## config.mk

```make
export PLATFORM = sky130hd
export DESIGN_NAME = lsync_word_fsm
export DESIGN_NICKNAME = d
export VERILOG_FILES = /design/src/rtl/lsync_pkg.sv /design/src/rtl/lsync_acq_ctr.sv /design/src/rtl/lsync_err_track.sv /design/src/rtl/lsync_word_fsm.sv
export SDC_FILE = /design/constraint.sdc
export NUM_CORES = 1
export LEC_CHECK = 0
export ABC_AREA = 1
export BUFFER_PORTS_ARGS = -buffer_cell sky130_fd_sc_hd__clkbuf_2
export CORE_AREA = 2 2 39 41
export CTS_CLUSTER_DIAMETER = 30
export DETAILED_ROUTE_END_ITERATION = 6
export DIE_AREA = 0 0 41 43
export HOLD_SLACK_MARGIN = 0.08
export SLEW_MARGIN = 20
export SYNTH_ARGS = -nofsm -noshare
export SYNTH_HDL_FRONTEND = slang
export SYNTH_HIERARCHICAL = 1
export SYNTH_SLANG_ARGS = --single-unit
```

## constraint.sdc

```tcl
create_clock -name clk -period 1.21 [get_ports clk]
set_input_delay 0.242 -clock clk [delete_from_list [all_inputs] [get_ports clk]]
set_output_delay 0.242 -clock clk [all_outputs]
set_load 0.05 [all_outputs]
```

## src/rtl/lsync_pkg.sv

```systemverilog
package lsync_pkg;

    typedef enum logic {
        LNK_LOST = 1'b0,
        LNK_UP   = 1'b1
    } link_st_e;

    typedef struct packed {
        logic vld;
        logic os;
        logic cv;
    } word_in_t;

    // width needed to hold values 0 .. n-1
    function automatic int unsigned cnt_w(input int unsigned n);
        return (n < 2) ? 1 : $clog2(n);
    endfunction

    function automatic logic acq_step(input word_in_t w);
        return w.vld && w.os && !w.cv;
    endfunction

    function automatic logic word_bad(input word_in_t w);
        return w.vld && w.cv;
    endfunction

    function automatic logic word_clean(input word_in_t w);
        return w.vld && !w.cv;
    endfunction

endpackage

```

## src/rtl/lsync_acq_ctr.sv

```systemverilog
module lsync_acq_ctr #(
    parameter int unsigned ACQ_WORDS = 3
) (
    input  logic clk,
    input  logic rst,
    input  logic clr,
    input  logic step,
    input  logic kill,
    output logic done
);
    localparam int unsigned CW = lsync_pkg::cnt_w(ACQ_WORDS);
    localparam logic [CW-1:0] LAST = CW'(ACQ_WORDS - 1);

    logic [CW-1:0] cnt_q;

    assign done = step && !kill && (cnt_q == LAST);

    always_ff @(posedge clk) begin
        if (rst || clr || kill || done) begin
            cnt_q <= '0;
        end else if (step) begin
            cnt_q <= cnt_q + 1'b1;
        end
    end

    p_acq_bound_r4: assert property (@(posedge clk) disable iff (rst)
        int'(cnt_q) < int'(ACQ_WORDS));

    p_kill_clears_r6: assert property (@(posedge clk) disable iff (rst)
        kill |=> (cnt_q == '0));

    p_idle_keeps_r5: assert property (@(posedge clk) disable iff (rst)
        !clr && !step && !kill |=> $stable(cnt_q));

endmodule

```

## src/rtl/lsync_err_track.sv

```systemverilog
module lsync_err_track #(
    parameter int unsigned LOSS_CV     = 4,
    parameter int unsigned CLEAR_WORDS = 2
) (
    input  logic clk,
    input  logic rst,
    input  logic clr,
    input  logic bad,
    input  logic good,
    output logic lose
);
    localparam int unsigned LW = lsync_pkg::cnt_w(LOSS_CV);
    localparam int unsigned GW = lsync_pkg::cnt_w(CLEAR_WORDS);
    localparam logic [LW-1:0] LVL_TOP  = LW'(LOSS_CV - 1);
    localparam logic [GW-1:0] GOOD_TOP = GW'(CLEAR_WORDS - 1);

    logic [LW-1:0] lvl_q;
    logic [GW-1:0] good_q;

    assign lose = bad && (lvl_q == LVL_TOP);

    always_ff @(posedge clk) begin
        if (rst || clr) begin
            lvl_q  <= '0;
            good_q <= '0;
        end else if (bad) begin
            lvl_q  <= lose ? '0 : lvl_q + 1'b1;
            good_q <= '0;
        end else if (good && (lvl_q != '0)) begin
            if (good_q == GOOD_TOP) begin
                lvl_q  <= lvl_q - 1'b1;
                good_q <= '0;
            end else begin
                good_q <= good_q + 1'b1;
            end
        end
    end

    p_lvl_bound_r7: assert property (@(posedge clk) disable iff (rst)
        int'(lvl_q) < int'(LOSS_CV));

    p_bad_raises_r7: assert property (@(posedge clk) disable iff (rst)
        !clr && bad && !lose |=> (lvl_q == $past(lvl_q) + 1'b1));

    p_bad_restarts_r8: assert property (@(posedge clk) disable iff (rst)
        !clr && bad |=> (good_q == '0));

    p_floor_r9: assert property (@(posedge clk) disable iff (rst)
        !clr && !bad && (lvl_q == '0) |=> (lvl_q == '0) && (good_q == '0));

    p_quiet_r3: assert property (@(posedge clk) disable iff (rst)
        !clr && !bad && !good |=> $stable(lvl_q) && $stable(good_q));

endmodule

```

## src/rtl/lsync_word_fsm.sv

```systemverilog
module lsync_word_fsm #(
    parameter int unsigned ACQ_WORDS   = 3,
    parameter int unsigned LOSS_CV     = 4,
    parameter int unsigned CLEAR_WORDS = 2
) (
    input  logic clk,
    input  logic rst,
    input  logic link_en,
    input  logic word_vld,
    input  logic word_os,
    input  logic word_cv,
    output logic sync_ok,
    output logic los
);
    import lsync_pkg::*;

    link_st_e state_q;
    word_in_t w;
    logic     in_lost;
    logic     acq_clr, acq_step_s, acq_kill, acq_done;
    logic     err_clr, err_bad, err_good, err_lose;

    assign w       = '{vld: word_vld, os: word_os, cv: word_cv};
    assign in_lost = (state_q == LNK_LOST);

    assign acq_clr    = !link_en || !in_lost;
    assign acq_step_s = in_lost && acq_step(w);
    assign acq_kill   = in_lost && word_bad(w);

    assign err_clr  = !link_en || in_lost;
    assign err_bad  = !in_lost && word_bad(w);
    assign err_good = !in_lost && word_clean(w);

    lsync_acq_ctr #(.ACQ_WORDS(ACQ_WORDS)) u_acq (
        .clk  (clk),
        .rst  (rst),
        .clr  (acq_clr),
        .step (acq_step_s),
        .kill (acq_kill),
        .done (acq_done)
    );

    lsync_err_track #(.LOSS_CV(LOSS_CV), .CLEAR_WORDS(CLEAR_WORDS)) u_err (
        .clk  (clk),
        .rst  (rst),
        .clr  (err_clr),
        .bad  (err_bad),
        .good (err_good),
        .lose (err_lose)
    );

    always_ff @(posedge clk) begin
        if (rst || !link_en) begin
            state_q <= LNK_LOST;
        end else begin
            case (state_q)
                LNK_LOST: if (acq_done) state_q <= LNK_UP;
                LNK_UP:   if (err_lose) state_q <= LNK_LOST;
                default:  state_q <= LNK_LOST;
            endcase
        end
    end

    assign sync_ok = (state_q == LNK_UP);
    assign los     = (state_q == LNK_LOST);

    p_en_low_los_r2: assert property (@(posedge clk) disable iff (rst)
        !link_en |=> los && !sync_ok);

    p_rise_needs_os_r4: assert property (@(posedge clk) disable iff (rst)
        $rose(sync_ok) |-> $past(link_en && word_vld && word_os && !word_cv));

    p_fall_cause_r7: assert property (@(posedge clk) disable iff (rst)
        $fell(sync_ok) && !$past(rst) |-> $past(!link_en || (word_vld && word_cv)));

    p_idle_hold_r3: assert property (@(posedge clk) disable iff (rst)
        link_en && !word_vld |=> $stable(sync_ok));

    p_flags_exclusive_r10: assert property (@(posedge clk) disable iff (rst)
        $countones({sync_ok, los}) == 1);

endmodule

```

Yosys cells after proc, flatten, opt, wreduce, memory -nomap -nowiden --
Cells that the tools add are included.
Word-level totals: register bits 6, output and inout port bits 2
Operators by class: add/subtract/negate cells 4, bitwise operators 1, eq/ne operators 2, mux-type cells 8, reduce and logical (&&, ||, !) cells 27
Operators by type and width (number):
- $logic_and 1x1->1 | 12
- $mux 2 | 4
- $logic_or 1x1->1 | 7
- $reduce_bool 2->1 | 3
- $add 2x1->2 const B | 2
- $eq 2x2->1 const B | 2
- $logic_not 1->1 | 3
- $mux 1 | 3
- $pmux 1 s2 | 1
- $reduce_and 2->1 | 1
- $reduce_or 2->1 | 1
- $sub 2x1->2 const B | 1
- $add 1x1->1 const B | 1
- $not 1->1 | 1

Logic depth before layout (Yosys ltp) --
depth in word-level cells 7, mapped depth 8, mapped depth without buffers 8

Cells and area by module --
The synthesis kept the hierarchy.
Modules (own cells, without submodules):
- lsync_err_track | cells an instance 32, times used 1, area each 198.9 µm², seq. area each 60.1 µm²
- lsync_acq_ctr | cells an instance 20, times used 1, area each 130.1 µm², seq. area each 40.0 µm²
- lsync_word_fsm | cells an instance 17, times used 1, area each 88.8 µm², seq. area each 20.0 µm²

Worst setup path after synthesis --
No wires, ideal clock.
path type register to register, start point reg state_q (netlist: sync_ok), end point reg u_err.lvl_q[1], required time 1.097 ns, cell stages (with the launch flop) 8, period minus slack after synthesis 1.676 ns, setup slack -0.466 ns, arrival 1.563 ns, cell sequence dfxtp_1 -> inv_2 -> nor3_2 -> inv_2 -> nor2_1 -> nor2_1 -> o21ai_1 -> nor2_1
RTL lines:
- from (decl) | line lsync_word_fsm.sv:17 | link_st_e state_q;
- from (signal assigned) | line lsync_word_fsm.sv:54 | state_q <= LNK_LOST;
- from (signal assigned) | line lsync_word_fsm.sv:57 | LNK_LOST: if (acq_done) state_q <= LNK_UP;
- from (signal assigned) | line lsync_word_fsm.sv:58 | LNK_UP: if (err_lose) state_q <= LNK_LOST;
- $not 1->1
- net los | line lsync_word_fsm.sv:13 | output logic los
- $logic_or 1x1->1 | line lsync_word_fsm.sv:30 | assign err_clr = !link_en || in_lost;
- $logic_or 1x1->1 | line lsync_err_track.sv:23 | if (rst || clr) begin
- to (signal assigned) | line lsync_err_track.sv:27 | lvl_q <= lose ? '0 : lvl_q + 1'b1;
- to (signal assigned) | line lsync_err_track.sv:31 | lvl_q <= lvl_q - 1'b1;
- to (decl) | line lsync_err_track.sv:17 | logic [LW-1:0] lvl_q;
The timed path passes the listed nets, and every way through them passes these cells. A chain may end at the register's enable or synchronous reset.

Worst setup path after layout --
start point reg state_q (netlist: sync_ok), end point out los
On the way: cells in the longest elaborated chain, start to end 1
RTL lines:
- $not 1->1 | line lsync_word_fsm.sv:65 | assign los = (state_q == LNK_LOST);
- to (decl) | line lsync_word_fsm.sv:13
Every way passes these cells.

==> flow_metrics.py <==
metrics = {
    "outcome": {
        "status": "finished clean",
    },
    "worst_setup_path": {
        "worst-path-max-fanout": 6,
        "startpoint_type": "register",
        "crit_path_cell_trace": "inv_6 > clkbuf_4",
        "cp_top_family": "flip-flops",
        "critical_path_buf_inv_count": 2,
        "crit_required_ns": 0.97,
        "critPathArrivalTime_ns": 0.92,
        "max_stage_delay_ns": 0.37,
        "end_kind": "output port",
        "worst_path_max_delay_cell": "dfxtp_4",
        "crit_type": "reg -> out",
    },
    "floorplan": {
        "ios": 8,
        "start_util_pct": 30.2,
        "die_h_um": 43,
        "coreArea_sq_mm": 0.00138,
        "dieArea_sq_mm": 0.00176,
        "die_w_um": 41,
        "num_rows": 14,
    },
    "layout": {
        "final_common_cell": "nand2_1",
        "nNetsFinal": 91,
        "final_util_pct": 37.9,
        "instances_no_fill": 97,
        "areaGrowthSynthToFinish_pct": 25.4,
        "drive_gt1_share_pct": 27.2,
        "final_cell_mix": "nand2_1, inv_1, nor2_1",
        "fillers": 161,
        "num_antenna_cells": 0,
    },
    "place": {
        "gp_congestion": 0.808,
        "dp_cells": 93,
        "numPortBuffers": 7,
        "dp_hpwl_um": 682,
    },
    "yosys": {
        "synth_top_area_share_pct": 28.7,
        "synth_cell_types": 15,
        "syn_inst": 69,
        "synth_top_cell_by_area": "dfxtp_1",
        "ys_warn_count": 6,
        "syn_area_per_cell_sq_um": 6.06,
        "synth-seq-area-share_pct": 28.7,
        "synth_nets": 78,
        "ys_ff_latch": 6,
        "ys_top_cells_by_area": "dfxtp_1, nand2_1, inv_1",
        "synth_area_sq_um": 418,
    },
    "power": {
        "ir_worst_vdd_uv": 359,
        "power.total_uw": 445,
        "p_leak_uw": 0.000291,
        "power.density_mw_per_mm2": 848,
    },
    "sta": {
        "period_share_pct": 96.2,
        "holdWs_ns": 0.218,
        "max-slew-margin-rel_pct": 82.9,
        "layout_min_cycle_time_ns": 1.16,
        "finalHoldViolCount": 0,
        "setup_tns_ns": 0,
        "setup_viol": 0,
        "drv_slew": 0,
        "tightest_slew_ns": 0.254,
        "clock_skew_ns": 0.0101,
        "timing.fmax_ghz": 0.859,
        "rsz0062_at_grt": "no",
    },
    "grt": {
        "grt_usage_pct": 12.5,
        "antenna_found_initial": 0,
        "overflow": 0,
        "grtUsageMet3_pct": 4.71,
        "grt_pass1_wl_mm": 1.40,
        "met2_usage_pct": 18.8,
        "grt_pass1_vias": 364,
        "use_met1_pct": 13.9,
        "busiest_layer": "met2",
        "grt_max_degree": 7,
    },
    "routing": {
        "wire_per_inst_um": 8.19,
        "postRouteAntennaNets": 0,
        "drc": 0,
        "drt_pass1_iterations": 1,
        "vias": 409,
        "vias_per_cell": 4.22,
        "drt_iter0_drc": 0,
        "drt_wl_total_um": 794,
    },
    "clocking": {
        "path_clk_slew_ns": 0.06,
        "cts_htree_levels": 1,
        "clk_latency_ns": 0.26,
        "root_buffer": "clkbuf_4",
        "cts_made_buffers": 3,
        "max-clock-path-buffers": 2,
        "cts.sinks": 6,
        "cts_tree": "done",
    },
    "flow_run": {
        "drv_cap": 0,
    },
    "worst_hold_path": {
        "hold_class": "in -> reg",
    },
}
## worst paths after layout
path / startpoint / to / slack, ns / cells past startpoint
max: sync_ok / los / 0.05 / 2
min: link_en / sync_ok / 0.22 / 3
max reg2reg: u_err/lvl_q[0] / u_err/lvl_q[1] / 0.09 / 6
min reg2reg: u_err/lvl_q[1] / u_err/lvl_q[1] / 0.51 / 2
## what timing repair did
action	4_1_cts	5_1_grt
gates resized for setup	1	1
setup endpoints to repair	1	1
hold buffers	0	0
setup buffers	0	0
## cell usage after synthesis, drive strengths merged
cell type / instances
nor2: 15
dfxtp: 6
nand3: 4
nor3: 2
o21ai: 2
nand2: 17
inv: 18
a21oi: 2
ha: 3
## per-layer routing
metal,wire [um],vias to the layer above
met3,36,2
met2,391,7
met5,0,-
met1,344,169
li1,-,231
met4,21,0
## report_power, final
part	internal, uW	switching, uW	leakage, uW
registers	196	0.390	0.0000492
clock network	126	88.4	0.0000150
logic	14.4	19.3	0.000227
total	337	108	0.000291
## registers in the layout, summed over array words and instances, names as in the netlist
name,flops
u_acq/cnt_q,2
u_err/good_q,1
u_err/lvl_q,2
sync_ok,1
## cell families after synthesis
logic type | after synthesis | synth area share (%)
AND/OR/NAND/NOR | 38 | 41.3
buffers and inverters | 18 | 16.2
flip-flops | 6 | 28.7
AO/OA/AOI/OAI | 4 | 4.79
adder cells (fa/ha/maj) | 3 | 8.98
## tightest hold or removal path: stages
cell      delay (ns)
clkbuf_2        0.10
nand3_1         0.07
nor2_1          0.03
## area by class of cell
class | instances | area, sq um | area share, %
Timing Repair Buffer | 8 | 45.0 | 8.59
Multi-Input combinational cell | 45 | 236 | 45.1
Clock buffer | 4 | 26.3 | 5.01
Sequential cell | 6 | 124 | 23.6
Tap cell | 16 | 20.0 | 3.82
Inverter | 18 | 72.6 | 13.8
## stage by stage
step	area (sq um)	setup slack, ns
floorplan	433	0.00784
global placement	495	0.0903
detailed placement	495	0.0699
CTS	524	0.0214
global route	524	0.00330
finish	524	0.0459
Power figures use the tool's default switching activity.
